===== src/rtl/usbphy_pwrseq_pkg.sv =====
package usbphy_pwrseq_pkg;

    localparam int OVC_PORTS = 3;

    // register addresses
    localparam logic [7:0] OFS_PORTCFG = 8'h00;
    localparam logic [7:0] OFS_PWR     = 8'h04;
    localparam logic [7:0] OFS_STATUS  = 8'h08;
    localparam logic [7:0] OFS_ALIGN_E = 8'h0C;
    localparam logic [7:0] OFS_ALIGN_O = 8'h1C;
    localparam logic [7:0] OFS_SQ_A    = 8'h24;
    localparam logic [7:0] OFS_SQ_B    = 8'h28;

    localparam logic [31:0] STATUS_READY = 32'hC000_0000;

    typedef enum logic [3:0] {
        S_IDLE,
        S_PWR_ON,
        S_PLL_ON,
        S_SQ_A,
        S_SQ_B,
        S_SETTLE,
        S_POLL,
        S_RST_REL,
        S_PORT_CFG,
        S_ALIGN_EH,
        S_ALIGN_OH,
        S_PWR_OFF,
        S_FINISH
    } seq_state_e;

    // power control word: bit0 supply, bit1 PLL, bit2 reset release
    function automatic logic [31:0] pwr_word(input logic sup, input logic pll, input logic rel);
        pwr_word = {29'd0, rel, pll, sup};
    endfunction

    // polarity bit positions are irregular across ports
    function automatic int unsigned ovc_pol_pos(input int unsigned port);
        unique case (port)
            0:       ovc_pol_pos = 3;
            1:       ovc_pol_pos = 1;
            default: ovc_pol_pos = 6;
        endcase
    endfunction

endpackage


===== src/rtl/usbphy_settle_timer.sv =====
module usbphy_settle_timer #(
    parameter int WAIT_CYCLES = 2500
) (
    input  logic clk,
    input  logic rst_n,
    input  logic run,
    output logic expired
);
    localparam int CW = (WAIT_CYCLES > 1) ? $clog2(WAIT_CYCLES + 1) : 1;

    logic [CW-1:0] cnt;

    assign expired = run && (cnt == CW'(WAIT_CYCLES - 1));

    always_ff @(posedge clk) begin
        if (!rst_n) begin
            cnt <= '0;
        end else if (!run || expired) begin
            cnt <= '0;
        end else begin
            cnt <= cnt + 1'b1;
        end
    end
endmodule


===== src/rtl/usbphy_use_counter.sv =====
module usbphy_use_counter #(
    parameter int CNT_W = 4
) (
    input  logic             clk,
    input  logic             rst_n,
    input  logic             inc,
    input  logic             dec,
    output logic [CNT_W-1:0] count,
    output logic             is_zero,
    output logic             is_one,
    output logic             is_max
);
    localparam logic [CNT_W-1:0] MAXV = {CNT_W{1'b1}};

    assign is_zero = (count == '0);
    assign is_one  = (count == CNT_W'(1));
    assign is_max  = (count == MAXV);

    always_ff @(posedge clk) begin
        if (!rst_n) begin
            count <= '0;
        end else if (inc && !is_max) begin
            count <= count + 1'b1;
        end else if (dec && !is_zero) begin
            count <= count - 1'b1;
        end
    end
endmodule


===== src/rtl/usbphy_portcfg_enc.sv =====
module usbphy_portcfg_enc
    import usbphy_pwrseq_pkg::*;
(
    input  logic                 port1_func,
    input  logic                 pen_high,
    input  logic [OVC_PORTS-1:0] ovc_sel,
    input  logic [OVC_PORTS-1:0] ovc_act_high,
    output logic [31:0]          word
);
    logic [31:0] sel_part;
    logic [31:0] pol_part [OVC_PORTS];

    // select bits are contiguous, polarity bits are scattered
    for (genvar g = 0; g < OVC_PORTS; g++) begin : g_port
        assign pol_part[g] = ovc_act_high[g] ? (32'd1 << ovc_pol_pos(g)) : 32'd0;
    end

    assign sel_part = {21'd0, ovc_sel, 8'd0};

    always_comb begin
        word = sel_part;
        word[0] = port1_func;
        word[4] = pen_high;
        for (int i = 0; i < OVC_PORTS; i++) begin
            word = word | pol_part[i];
        end
    end
endmodule


===== src/rtl/usbphy_pwrseq.sv =====
module usbphy_pwrseq
    import usbphy_pwrseq_pkg::*;
#(
    parameter int CLK_HZ    = 250_000_000,
    parameter int WAIT_US   = 10,
    parameter int MAX_TRIES = 1024,
    parameter int CNT_W     = 4,
    parameter int ADDR_W    = 8
) (
    input  logic              clk,
    input  logic              rst_n,
    input  logic              init_req,
    input  logic              shut_req,
    input  logic              cfg_port1_func,
    input  logic              cfg_pen_high,
    input  logic [2:0]        cfg_ovc_sel,
    input  logic [2:0]        cfg_ovc_act_high,
    input  logic              cfg_bead,
    input  logic              cfg_sq_present,
    output logic              wr_valid,
    output logic [ADDR_W-1:0] wr_addr,
    output logic [31:0]       wr_data,
    input  logic              wr_ready,
    output logic              rd_valid,
    output logic [ADDR_W-1:0] rd_addr,
    input  logic              rd_ready,
    input  logic [31:0]       rd_data,
    output logic              busy,
    output logic              done,
    output logic              err,
    output logic [CNT_W-1:0]  use_count
);
    localparam int WAIT_RAW    = (CLK_HZ / 1000) * WAIT_US / 1000;
    localparam int WAIT_CYCLES = (WAIT_RAW < 1) ? 1 : WAIT_RAW;
    localparam int TRY_W       = (MAX_TRIES > 1) ? $clog2(MAX_TRIES) : 1;

    seq_state_e state, nxt;

    logic [TRY_W-1:0] tries;
    logic             err_q;
    logic             timer_run, timer_exp;
    logic             cnt_zero, cnt_one, cnt_max;
    logic             accept_init, accept_shut;
    logic             wr_fire, rd_fire, status_ok, last_try;
    logic [31:0]      port_word;

    // ---------------- sub-blocks ----------------
    usbphy_settle_timer #(.WAIT_CYCLES(WAIT_CYCLES)) i_timer (
        .clk     (clk),
        .rst_n   (rst_n),
        .run     (timer_run),
        .expired (timer_exp)
    );

    usbphy_use_counter #(.CNT_W(CNT_W)) i_users (
        .clk     (clk),
        .rst_n   (rst_n),
        .inc     (accept_init),
        .dec     (accept_shut),
        .count   (use_count),
        .is_zero (cnt_zero),
        .is_one  (cnt_one),
        .is_max  (cnt_max)
    );

    usbphy_portcfg_enc i_enc (
        .port1_func   (cfg_port1_func),
        .pen_high     (cfg_pen_high),
        .ovc_sel      (cfg_ovc_sel),
        .ovc_act_high (cfg_ovc_act_high),
        .word         (port_word)
    );

    // ---------------- request arbitration ----------------
    assign accept_init = init_req && (state == S_IDLE) && !cnt_max;
    assign accept_shut = shut_req && (state == S_IDLE) && !accept_init && !cnt_zero;

    assign wr_fire   = wr_valid && wr_ready;
    assign rd_fire   = rd_valid && rd_ready;
    assign status_ok = (rd_data == STATUS_READY);
    assign last_try  = (tries == TRY_W'(MAX_TRIES - 1));

    // ---------------- state register ----------------
    always_ff @(posedge clk) begin
        if (!rst_n) begin
            state <= S_IDLE;
        end else begin
            state <= nxt;
        end
    end

    // ---------------- next state ----------------
    always_comb begin
        nxt = state;
        unique case (state)
            S_IDLE: begin
                if (accept_init && cnt_zero)     nxt = S_PWR_ON;
                else if (accept_shut && cnt_one) nxt = S_PWR_OFF;
            end
            S_PWR_ON:   if (wr_fire) nxt = S_PLL_ON;
            S_PLL_ON:   if (wr_fire) nxt = cfg_sq_present ? S_SQ_A : S_SETTLE;
            S_SQ_A:     if (wr_fire) nxt = S_SQ_B;
            S_SQ_B:     if (wr_fire) nxt = S_SETTLE;
            S_SETTLE:   if (timer_exp) nxt = S_POLL;
            S_POLL: begin
                if (rd_fire) begin
                    if (status_ok)     nxt = S_RST_REL;
                    else if (last_try) nxt = S_FINISH;
                    else               nxt = S_SETTLE;
                end
            end
            S_RST_REL:  if (wr_fire) nxt = S_PORT_CFG;
            S_PORT_CFG: if (wr_fire) nxt = S_ALIGN_EH;
            S_ALIGN_EH: if (wr_fire) nxt = S_ALIGN_OH;
            S_ALIGN_OH: if (wr_fire) nxt = S_FINISH;
            S_PWR_OFF:  if (wr_fire) nxt = S_FINISH;
            S_FINISH:   nxt = S_IDLE;
            default:    nxt = S_IDLE;
        endcase
    end

    // ---------------- retry counter and error flag ----------------
    always_ff @(posedge clk) begin
        if (!rst_n) begin
            tries <= '0;
            err_q <= 1'b0;
        end else if (state == S_IDLE && accept_init && cnt_zero) begin
            tries <= '0;
            err_q <= 1'b0;
        end else if (state == S_POLL && rd_fire && !status_ok) begin
            if (last_try) err_q <= 1'b1;
            else          tries <= tries + 1'b1;
        end
    end

    // ---------------- outputs ----------------
    always_comb begin
        wr_valid  = 1'b0;
        wr_addr   = '0;
        wr_data   = '0;
        rd_valid  = 1'b0;
        rd_addr   = '0;
        timer_run = 1'b0;
        done      = 1'b0;
        busy      = (state != S_IDLE);
        unique case (state)
            S_IDLE: ;
            S_PWR_ON: begin
                wr_valid = 1'b1;
                wr_addr  = ADDR_W'(OFS_PWR);
                wr_data  = pwr_word(1'b1, 1'b0, 1'b0);
            end
            S_PLL_ON: begin
                wr_valid = 1'b1;
                wr_addr  = ADDR_W'(OFS_PWR);
                wr_data  = pwr_word(1'b1, 1'b1, 1'b0);
            end
            S_SQ_A: begin
                wr_valid = 1'b1;
                wr_addr  = ADDR_W'(OFS_SQ_A);
                wr_data  = cfg_bead ? 32'h41 : 32'h00;
            end
            S_SQ_B: begin
                wr_valid = 1'b1;
                wr_addr  = ADDR_W'(OFS_SQ_B);
                wr_data  = cfg_bead ? 32'h0D : 32'h07;
            end
            S_SETTLE: timer_run = 1'b1;
            S_POLL: begin
                rd_valid = 1'b1;
                rd_addr  = ADDR_W'(OFS_STATUS);
            end
            S_RST_REL: begin
                wr_valid = 1'b1;
                wr_addr  = ADDR_W'(OFS_PWR);
                wr_data  = pwr_word(1'b1, 1'b1, 1'b1);
            end
            S_PORT_CFG: begin
                wr_valid = 1'b1;
                wr_addr  = ADDR_W'(OFS_PORTCFG);
                wr_data  = port_word;
            end
            S_ALIGN_EH: begin
                wr_valid = 1'b1;
                wr_addr  = ADDR_W'(OFS_ALIGN_E);
            end
            S_ALIGN_OH: begin
                wr_valid = 1'b1;
                wr_addr  = ADDR_W'(OFS_ALIGN_O);
            end
            S_PWR_OFF: begin
                wr_valid = 1'b1;
                wr_addr  = ADDR_W'(OFS_PWR);
            end
            S_FINISH: done = 1'b1;
            default: ;
        endcase
    end

    assign err = err_q;

endmodule


===== config.mk =====
export PLATFORM = sky130hd
export DESIGN_NAME = usbphy_pwrseq
export DESIGN_NICKNAME = d
export VERILOG_FILES = /design/src/rtl/usbphy_pwrseq_pkg.sv /design/src/rtl/usbphy_settle_timer.sv /design/src/rtl/usbphy_use_counter.sv /design/src/rtl/usbphy_portcfg_enc.sv /design/src/rtl/usbphy_pwrseq.sv
export SDC_FILE = /design/constraint.sdc
export NUM_CORES = 1
export LEC_CHECK = 0
export ABC_AREA = 1
export BUFFER_PORTS_ARGS = -buffer_cell sky130_fd_sc_hd__buf_2
export CAP_MARGIN = 40
export CORE_MARGIN = 2
export CORE_UTILIZATION = 51
export CTS_CLUSTER_DIAMETER = 120
export DETAILED_ROUTE_END_ITERATION = 12
export GPL_TIMING_DRIVEN = 0
export PLACE_DENSITY = 0.93
export RECOVER_POWER = 25
export SLEW_MARGIN = 10
export SYNTH_ARGS = -nofsm -noshare
export SYNTH_HDL_FRONTEND = slang
export SYNTH_SLANG_ARGS = --single-unit

===== constraint.sdc =====
create_clock -name clk -period 3 [get_ports clk]
set_input_delay 0 -clock clk [delete_from_list [all_inputs] [get_ports clk]]
set_output_delay 0 -clock clk [all_outputs]
set_load 0.02 [all_outputs]

==> impl_results.md, run 1 <==
- CP peak stage delay: 420 ps
- Post-synthesis cell type count: 39
- HPWL Detailed: 4220 um
- Critical path endpoint category: output port
- Net count, final: 518
- Hold path depth: 2
- Residual DRC: 0
- RSZ-0062 raised after global routing: no
- Max IR drop VDD: 0.519 mV
- First DRT Iteration DRCs: 146
- Max Fclk: 0.565 GHz
- Die extent in x: 71.5 um
- Die area: 5110 um2
- Final Slew Violations: 0
- Vias in the first global route: 2229
- Critical-path cell list: inv_1 -> nor2_1 -> inv_1 -> nor2_1 -> inv_1 -> nor2_1 -> buf_2
- Final Hold Viols: 0
- Post-route ant nets: 0
- Cell taking the most area after synthesis: dfxtp_1
- Met2 Use GR: 40.0%
- GR Overflow Total: 0
- Layout Cells excl Fill: 517
- TNS Setup: 0 ps
- IO Pins: 105
- Filler cells: 404
- MaxCap Viol Count: 0
- CTS sink cnt: 31
- Worst hold margin: 5.90 ps
- Share of layout cells above drive strength 1: 27.7%
- Chip height: 71.5 um
- Initial antenna violation count: 0
- Core area: 4380 um2
- Synth top area share: 26.7%
- CP max stage cell: dfxtp_1
- Post-synthesis instance area: 2320 um2
- Setup Fix Bufs, Post-CTS: 0
- GR Util met3: 3.94%
- Dominant synthesized flop cell: dfxtp_1
- Post-synth EDFFs: 0
- Detailed Route WL: 5280 um
- First-pass GRT wire length: 9100 um
- Initial Util: 53.0%
- Area contributors post-synth: dfxtp_1 (27%), buf_4 (12%), nand2_1 (12%), nor2_1 (8.1%), inv_1 (6.1%)
- Met1 Track Usage GR: 25.5%
- Footprint of the multi-input gates: 1360 um2
- Reg2Reg Depth: 8
- Total global-route track usage: 21.8%
- Resized cells post-CTS: 0
- Hold buffer count at CTS: 0
- Synthesis-to-layout area growth: 26.9%
- Number of warnings issued by yosys: 0
- Critical path buffers and inverters: 4
- Commonest cells in the netlist: nand2_1 (72), nor2_1 (50), inv_1 (38), buf_4 (37), dfxtp_1 (31)
- Drt wl/cell: 10.2 um
- Final estimated routing congestion in global placement: 0.848
- Cell count after synthesis: 354
- Placement row count: 24
- TritonCTS clock tree: done
- GRT busiest layer: met2
- Min Tclk post-route: 1770 ps
- CP startpoint kind: register
- Largest net degree at the start of global routing: 11
- Worst Path Required: 3000 ps
- Clock Skew: 7.01 ps
- Port bufs: 70
- CTS root buf: clkbuf_8
- Status: completed
- CTS buffer count: 5
- H-tree lvl count: 2
- CP delay by family, top: simple AND/OR/NAND/NOR gates
- Post-synthesis sequential area ratio: 26.7%
- Max Buffers Root-to-Sink: 2
- Antenna diodes: 0
- Drt pass-1 iters: 4
- Vias: 2417
- Seq cells post-synth: 31
- Worst min-delay path category: in -> reg
- Number of instances in the placed design: 509
- Clock latency on the worst-skew pair: 280 ps
- Setup Crit Path Kind: reg -> out
- Clk slew on worst S/H paths: 70 ps
- Synth Area per Inst: 6.57 um2
- Worst EP arrival: 1770 ps
- FFs w/ async S/R, synth: 0%
- Final setup viols: 0
- Leak: 1.49 nW
- PwrDens: 586 nW/um2
- Critical Path Stages: 7
- Via density: 4.68
- Final period utilization: 59.0%
- Flip-flop and latch area: 621 um2
- Cell with the most instances after synthesis: nand2_1
- CP Max Fanout: 5
## where the power goes
| group | internal (mW) | total [mW] | switching [mW] |
|---|---|---|---|
| registers | 0.450 | 0.500 | 0.0497 |
| logic | 0.305 | 0.870 | 0.565 |
| clock network | 0.209 | 0.358 | 0.149 |
## through the flow
step / cell area, um2 / setup WS (ps) / utilization [%] / total power [mW]
2_1_floorplan: 2450 / 1400 / - / 1.16
3_3_place_gp: 2860 / 1370 / 65.3 / 1.35
3_5_place_dp: 2860 / 1320 / 65.3 / 1.37
4_1_cts: 2960 / 1240 / 67.6 / 1.74
5_1_grt: 2950 / 980 / 67.3 / 1.85
6_report: 2950 / 1230 / 67.3 / 1.73
## routing by layer
metal,vias to the layer above,part of all wire (%)
met5,-,0
met3,9,5.1
li1,1281,-
met1,1056,41
met2,71,52
met4,0,1.3
## logic make-up (layout without fill, tap and decap cells)
| logic type | after synthesis | after routing | synth area share [%] |
|---|---|---|---|
| simple gates | 179 | 179 | 36.1 |
| buf+inv | 84 | 162 | 20.0 |
| compound gates | 43 | 43 | 10.1 |
| flops | 31 | 31 | 26.7 |
| xor+xnor | 10 | 10 | 3.77 |
| fa+ha+maj | 6 | 6 | 3.23 |
| other cells | 1 | 34 | 0.161 |
## cell type report
class,instances,share of cell area (%)
Multi-Input combinational cell,272,46.2
Timing Repair Buffer,70,11.4
Inverter,44,5.64
Sequential cell,31,21.0
Clock buffer,8,3.39
Tap cell,52,2.21
Buffer,40,10.1
## layout by cell type, fill, tap and decap left out, drive strengths merged
cell type	instances
o21bai	1
a211o	1
nand3	18
xnor2	4
a22o	1
inv	43
nor3	9
o211ai	1
ha	6
buf	98
a21oi	25
nand4	9
xor2	6
a31oi	1
o21a	1
dfxtp	31
conb	34
clkbuf	20
nand2	78
nor3b	2
nor2	57
o2111ai	1
clkinvlp	1
nand3b	1
or2	2
o21ai	11
nor4	3
## registers in the layout, indices dropped and copies added (netlist names)
| signal | count |
|---|---|
| i_timer.cnt | 12 |
| state | 4 |
| i_users.count | 4 |
| err | 1 |
| tries | 10 |
## worst reg2reg max path, stage by stage, from the launching register on
cell and delay, ps:
dfxtp_1 390, ha_1 250, nand3_1 140, nor4_4 320
nor2_2 60, nand2_2 80, buf_4 170, nand2_1 70
a21oi_1 140
## path summary, 6_finish.rpt
path	startpoint	endpoint	slack, ps
worst max register to register	tries[0]	tries[1]	1320
worst min-delay path	rst_n	i_users.count[1]	6
worst min register to register	i_timer.cnt[0]	i_timer.cnt[0]	450
worst max-delay path	state[3]	wr_data[4]	1230
Power figures use the tool's default switching activity.
==> run 2, diff against run 1 <==
Settings changed: CORE_UTILIZATION 51 to 43, PLACE_DENSITY 0.93 to 0.84.
Clock period 3 ns to 1.5 ns, I/O delays scaled along.
==> impl_results.md, run 2 (same netlist as run 1, synthesis figures left out) <==
- GRT busiest layer: met2
- Max Buffers Root-to-Sink: 2 (unchanged)
- Leak: 1.63 nW (+9.3%)
- Worst Path Required: 1710 ps (-1290 ps)
- Drt pass-1 iters: 4 (unchanged)
- Met2 Use GR: 35.7% (-4.4 points)
- Number of instances in the placed design: 527 (+3.5%)
- H-tree lvl count: 2 (unchanged)
- CP Max Fanout: 6 (+1)
- Worst setup startpoint: i_users.count[1]
- TritonCTS clock tree: done
- MaxCap Viol Count: 0 (unchanged)
- Critical path endpoint category: register
- Vias in the first global route: 2368 (+6.2%)
- Synthesis-to-layout area growth: 48.0%
- Failing checks: negative setup slack
- Largest net degree at the start of global routing: 11 (unchanged)
- First DRT Iteration DRCs: 95 (-35%)
- Hold Crit Start: rst_n
- Most frequent cells in the layout: buf_2 (64), nand2_1 (54), buf_4 (47)
- CTS sink cnt: 31 (unchanged)
- Hold buffer count at CTS: 0 (unchanged)
- Clk slew on worst S/H paths: 60 ps (about the same)
- Port bufs: 70 (unchanged)
- Final setup viols: 13 (+13)
- Largest reg by FF count: i_timer.cnt
- Initial antenna violation count: 0 (unchanged)
- Min Tclk post-route: 1560 ps
- Post-route ant nets: 0 (unchanged)
- CTS buffer count: 5 (unchanged)
- Leading cell type in the layout, fill and taps excluded: buf_2
- Status: complete, but fails checks
- Final estimated routing congestion in global placement: 0.910 (+7.3%)
- Die area: 6010 um2 (+18%)
- Final period utilization: 104%
- GR Util met3: 3.84% (-0.10 points)
- Pre-CTS setup slack: -188 ps (-1510 ps)
- Final Core Density: 66.5% (-0.80 points)
- Setup Crit Path Kind: reg -> reg
- HPWL Detailed: 4140 um (-1.8%)
- Chip height: 77.5 um (+8.4%)
- Worst EP arrival: 1770 ps (about the same)
- PwrDens: 1200 nW/um2 (+110%)
- Final Slew Violations: 0 (unchanged)
- Clock Skew: 5.29 ps (-1.72 ps)
- GR Overflow Total: 0 (unchanged)
- CP startpoint kind: register
- Via density: 4.74 (+1.4%)
- Share of layout cells above drive strength 1: 45.1% (+17 points)
- Residual DRC: 0 (unchanged)
- Die extent in x: 77.5 um (+8.4%)
- Initial Util: 44.9% (-8.1 points)
- RSZ-0062 raised after global routing: yes
- Vias: 2593 (+7.3%)
- Clock latency on the worst-skew pair: 280 ps (about the same)
- Layout Cells excl Fill: 547 (+5.8%)
- Max FFs per register: 12 (unchanged)
- Core area: 5170 um2 (+18%)
- Max IR drop VDD: 1.07 mV (+110%)
- Met1 Track Usage GR: 21.5% (-4.0 points)
- Worst reg2reg path startpoint: i_users.count[1]
- Total global-route track usage: 19.3% (-2.4 points)
- Placement row count: 26 (+8.3%)
- CTS root buf: clkbuf_8
- Max Fclk: 0.641 GHz
- First-pass GRT wire length: 9640 um (+5.9%)
- Largest regs: i_timer.cnt: 12 flops, tries: 10 flops
- Final Hold Viols: 0 (unchanged)
- Antenna diodes: 0 (unchanged)
- Setup ws final: -59.2 ps (-1290 ps)
- Drt wl/cell: 11.9 um (+17%)
- Worst min-delay path category: in -> reg
- Detailed Route WL: 6520 um (+23%)
- Net count, final: 530 (+2.3%)
- IO Pins: 105 (unchanged)
[run 2: routing by layer]
metal	part of all wire (%)	wire (um)
met1	39	2570
met3	5.3	346
met5	0	0
met4	2.4	157
met2	53	3450
[run 2: area by class of cell]
| class | count | area (um2) |
|---|---|---|
| Sequential cell | 31 | 659 |
| Multi-Input combinational cell | 272 | 1650 |
| Clock buffer | 8 | 100 |
| Fill cell | 419 | 1730 |
| Tap cell | 70 | 87.6 |
| Inverter | 44 | 175 |
| Timing Repair Buffer | 83 | 470 |
| Buffer | 39 | 298 |
[run 2: critical path, cell delays in order (launching register included)]
cell     delay, ps
dfxtp_4        360
inv_2          100
ha_1           160
nor3b_2        170
nand4_1        140
nand2_2        100
nand3_4        110
nor2_4         140
nand2_1         90
a21oi_2        110
[run 2: repair_timing]
| item | CTS | global route |
|---|---|---|
| pin swaps | 8 | 31 |
| cloned | 1 | 1 |
| endpoints found under the setup margin | 34 | 37 |
| hold endpoints to repair | 0 | 0 |
| setup buffers | 8 | 3 |
| resized for setup | 35 | 82 |
[run 2: path summary, 6_finish.rpt]
kind | end | slack [ps] | cells after the start
max | state[3] | -60 | 9
min | i_users.count[1] | 30 | 2
max reg2reg | state[3] | -60 | 9
min reg2reg | err | 450 | 2
[run 2: through the flow]
stage / total power [mW] / TNS, ps / hold WS [ps] / instance area [um2]
floorplan: 2.32 / 0 / 117 / 2450
global placement: 2.71 / -1630 / 295 / 2890
detailed placement: 2.75 / -2920 / 306 / 2890
CTS: 3.68 / -8.93 / 17.3 / 3160
global route: 4.38 / -2240 / 31.0 / 3440
finish: 4.14 / -304 / 29.4 / 3440
[run 2: power by group]
| group | internal [mW] | switching [mW] | total (mW) |
|---|---|---|---|
| Sequential | 0.927 | 0.153 | 1.08 |
| Combinational | 0.888 | 1.45 | 2.34 |
| Clock | 0.418 | 0.305 | 0.723 |
==> run 3, diff against run 2 <==
Settings changed: ABC_AREA 1 to not set, CTS_CLUSTER_DIAMETER 120 to not set.
==> impl_results.md, run 3 <==
- FFs w/ async S/R, synth: 0% (unchanged)
- Synthesis-to-layout area growth: 63.0%
- Hold buffer count at CTS: 0 (unchanged)
- Min Tclk post-route: 1730 ps (+175 ps)
- CP startpoint kind: register
- MaxCap Viol Count: 0 (unchanged)
- Initial Util: 44.9% (-0.081 points)
- Post-synthesis sequential area ratio: 26.9% (+0.22 points)
- Post-route cell area: 3760 um2 (+9.3%)
- Final period utilization: 116% (+12 points)
- Max Fclk: 0.577 GHz (-10%)
- RSZ-0062 raised after global routing: yes
- Vias in the first global route: 2490 (+5.2%)
- Post-synthesis cell type count: 57 (+46%)
- Cell count after synthesis: 298 (-16%)
- Cell with the most instances after synthesis: buf_4
- Synth top area share: 26.9% (+0.22 points)
- Commonest cells in the netlist: buf_4 (35), dfxtp_1 (31), nor2_1 (29), nand2_1 (24), a21oi_1 (17)
- Chip height: 77.2 um (-0.38%)
- Worst EP arrival: 1970 ps (+200 ps)
- Largest regs: i_timer.cnt: 12 flops, tries: 10 flops
- Vias: 2730 (+5.3%)
- Drt wl/cell: 15.3 um (+28%)
- Placement row count: 26 (unchanged)
- Synth Area in Compound Gates: 17.2% (+7.1 points)
- Via density: 5.34 (+13%)
- CTS buffer count: 5 (unchanged)
- CP Max Fanout: 4 (-2)
- First DRT Iteration DRCs: 172 (+81%)
- Mux cell area share after synthesis: 0.868% (+0.87 points)
- Filler cells: 357 (-15%)
- Clock Skew: 15.5 ps (+10.2 ps)
- Final Slew Violations: 0 (unchanged)
- Antenna diodes: 0 (unchanged)
- Area contributors post-synth: dfxtp_1 (27%), buf_4 (11%), nor2_1 (4.7%), nand2_1 (3.9%), xor2_1 (3.8%)
- Final Hold Viols: 0 (unchanged)
- Net count, final: 494 (-6.8%)
- GR Overflow Total: 0 (unchanged)
- Largest reg by FF count: i_timer.cnt
- IO Pins: 105 (unchanged)
- HPWL Detailed: 4350 um (+5.2%)
- Overall power: 6.01 mW (+45%)
- Placed cell areas: 2970 um2 (+2.8%)
- Failing checks: negative setup slack
- Largest net degree at the start of global routing: 11 (unchanged)
- Number of warnings issued by yosys: 0 (unchanged)
- Seq cells post-synth: 31 (unchanged)
- Worst min-delay path category: in -> reg
- Clock latency on the worst-skew pair: 310 ps (+30 ps)
- Simple-Gate Fraction of Synth Area: 30.7% (-5.3 points)
- Most frequent cells in the layout: buf_4 (70), buf_2 (56), conb_1 (34)
- Core area: 5140 um2 (-0.63%)
- TritonCTS clock tree: done
- Cell taking the most area after synthesis: dfxtp_1
- Synth Area in XOR/XNOR: 5.70% (+1.9 points)
- PwrDens: 1600 nW/um2 (+33%)
- Worst Path Required: 1740 ps (+30 ps)
- CTS sink cnt: 31 (unchanged)
- Critical path endpoint category: register
- Drt pass-1 iters: 4 (unchanged)
- Leading cell type in the layout, fill and taps excluded: buf_4
- Die area: 5960 um2 (-0.76%)
- Status: complete, but fails checks
- Max IR drop VDD: 0.885 mV (-18%)
- Final estimated routing congestion in global placement: 0.876 (-3.7%)
- Final setup viols: 44 (+31)
- Port bufs: 70 (unchanged)
- Synth Area per Inst: 7.74 um2 (+18%)
- First-pass GRT wire length: 11000 um (+14%)
- Setup Crit Path Kind: reg -> reg
- Setup ws final: -234 ps (-175 ps)
- Die extent in x: 77.2 um (-0.38%)
- Initial antenna violation count: 0 (unchanged)
- TNS Setup: -5540 ps (-5230 ps)
- Max Buffers Root-to-Sink: 2 (unchanged)
- Adder-cell share of the synthesized area: 3.26% (+0.026 points)
- H-tree lvl count: 2 (unchanged)
- Residual DRC: 0 (unchanged)
- Leak: 1.67 nW (+2.7%)
- Post-route ant nets: 0 (unchanged)
- Max FFs per register: 12 (unchanged)
- Post-synth EDFFs: 0 (unchanged)
- Share of layout cells above drive strength 1: 51.7% (+6.6 points)
- Total global-route track usage: 22.5% (+3.2 points)
- Post-synthesis instance area: 2310 um2 (-0.81%)
- Clk slew on worst S/H paths: 80 ps (+20 ps)
- Largest family of logic cells by synthesized area: simple AND/OR/NAND/NOR gates
- Detailed Route WL: 7810 um (+20%)
- Dominant synthesized flop cell: dfxtp_1
- CTS root buf: clkbuf_8
-- run 3: cell types whose count changed in the layout (fill, tap and decap cells not counted), moves of 6 or more --
| cell | change |
|---|---|
| inv_2 | -8 |
| nand2_1 | -34 |
| and3_1 | +8 |
| inv_1 | -25 |
| buf_6 | +8 |
| nor4_1 | +6 |
| buf_4 | +23 |
| buf_2 | -8 |
| a21oi_2 | -6 |
| nand2_2 | -14 |
| nor2_1 | -27 |
-- run 3: layout make-up --
class | count | area, um2 | area share (%)
Buffer | 46 | 419 | 11.1
Multi-Input combinational cell | 243 | 1800 | 47.8
Inverter | 11 | 62.6 | 1.66
Clock buffer | 5 | 68.8 | 1.83
Tap cell | 70 | 87.6 | 2.33
Timing Repair Buffer | 102 | 668 | 17.8
Sequential cell | 31 | 643 | 17.1
Clock inverter | 3 | 15.0 | 0.399
-- run 3: logic make-up after synthesis --
kind of cell	count (synthesis)
and+or+nand+nor	129
adders and majority gates	6
buffers and inverters	57
DFF	31
AOI/OAI and AO/OA	57
other	1
muxes	2
xor gates and xnor gates	15
-- run 3: repair_timing --
item | CTS | global route
pin swaps | 17 | 21
setup buffers | 21 | 12
resized for setup | 61 | 66
endpoints found under the setup margin | 45 | 46
cloned | 1 | 0
-- run 3: power breakdown --
group / internal (mW) / leakage, nW / switching (mW)
logic: 2.01 / 1.37 / 2.21
clock network: 0.317 / 0.0477 / 0.355
registers: 0.947 / 0.256 / 0.164
-- run 3: through the flow --
stage,util (%),hold WS (ps),worst slack (ps),std cells
2_1_floorplan,-,126,-202,331
3_3_place_gp,57.8,300,-334,471
3_5_place_dp,57.8,305,-331,471
4_1_cts,67.4,20.7,-186,501
5_1_grt,73.2,19.1,-269,511
6_report,73.2,13.8,-234,511
-- run 3: layer usage --
| layer | global-route usage [%] | vias to the layer above | wire length [um] |
|---|---|---|---|
| met5 | 0 | - | 0 |
| met4 | 11.1 | 0 | 371 |
| met3 | 4.59 | 41 | 530 |
| met2 | 42.4 | 124 | 4100 |
| met1 | 23.4 | 1280 | 2810 |
| li1 | - | 1285 | - |
-- run 3: path summary, 6_finish.rpt --
path	from	depth (start not counted)	end	slack, ps
worst min register to register	tries[9]	2	tries[9]	480
worst max register to register	state[0]	8	state[1]	-230
worst max-delay path	state[0]	8	state[1]	-230
worst min-delay path	rst_n	2	state[2]	10
-- run 3: critical path: stages, from the launching register on --
cell      delay (ps)
dfxtp_4          370
buf_6            130
buf_6            120
nand3b_1         150
nand4_1          150
o211ai_1         100
buf_4            170
a211oi_4         230
a22o_1           240
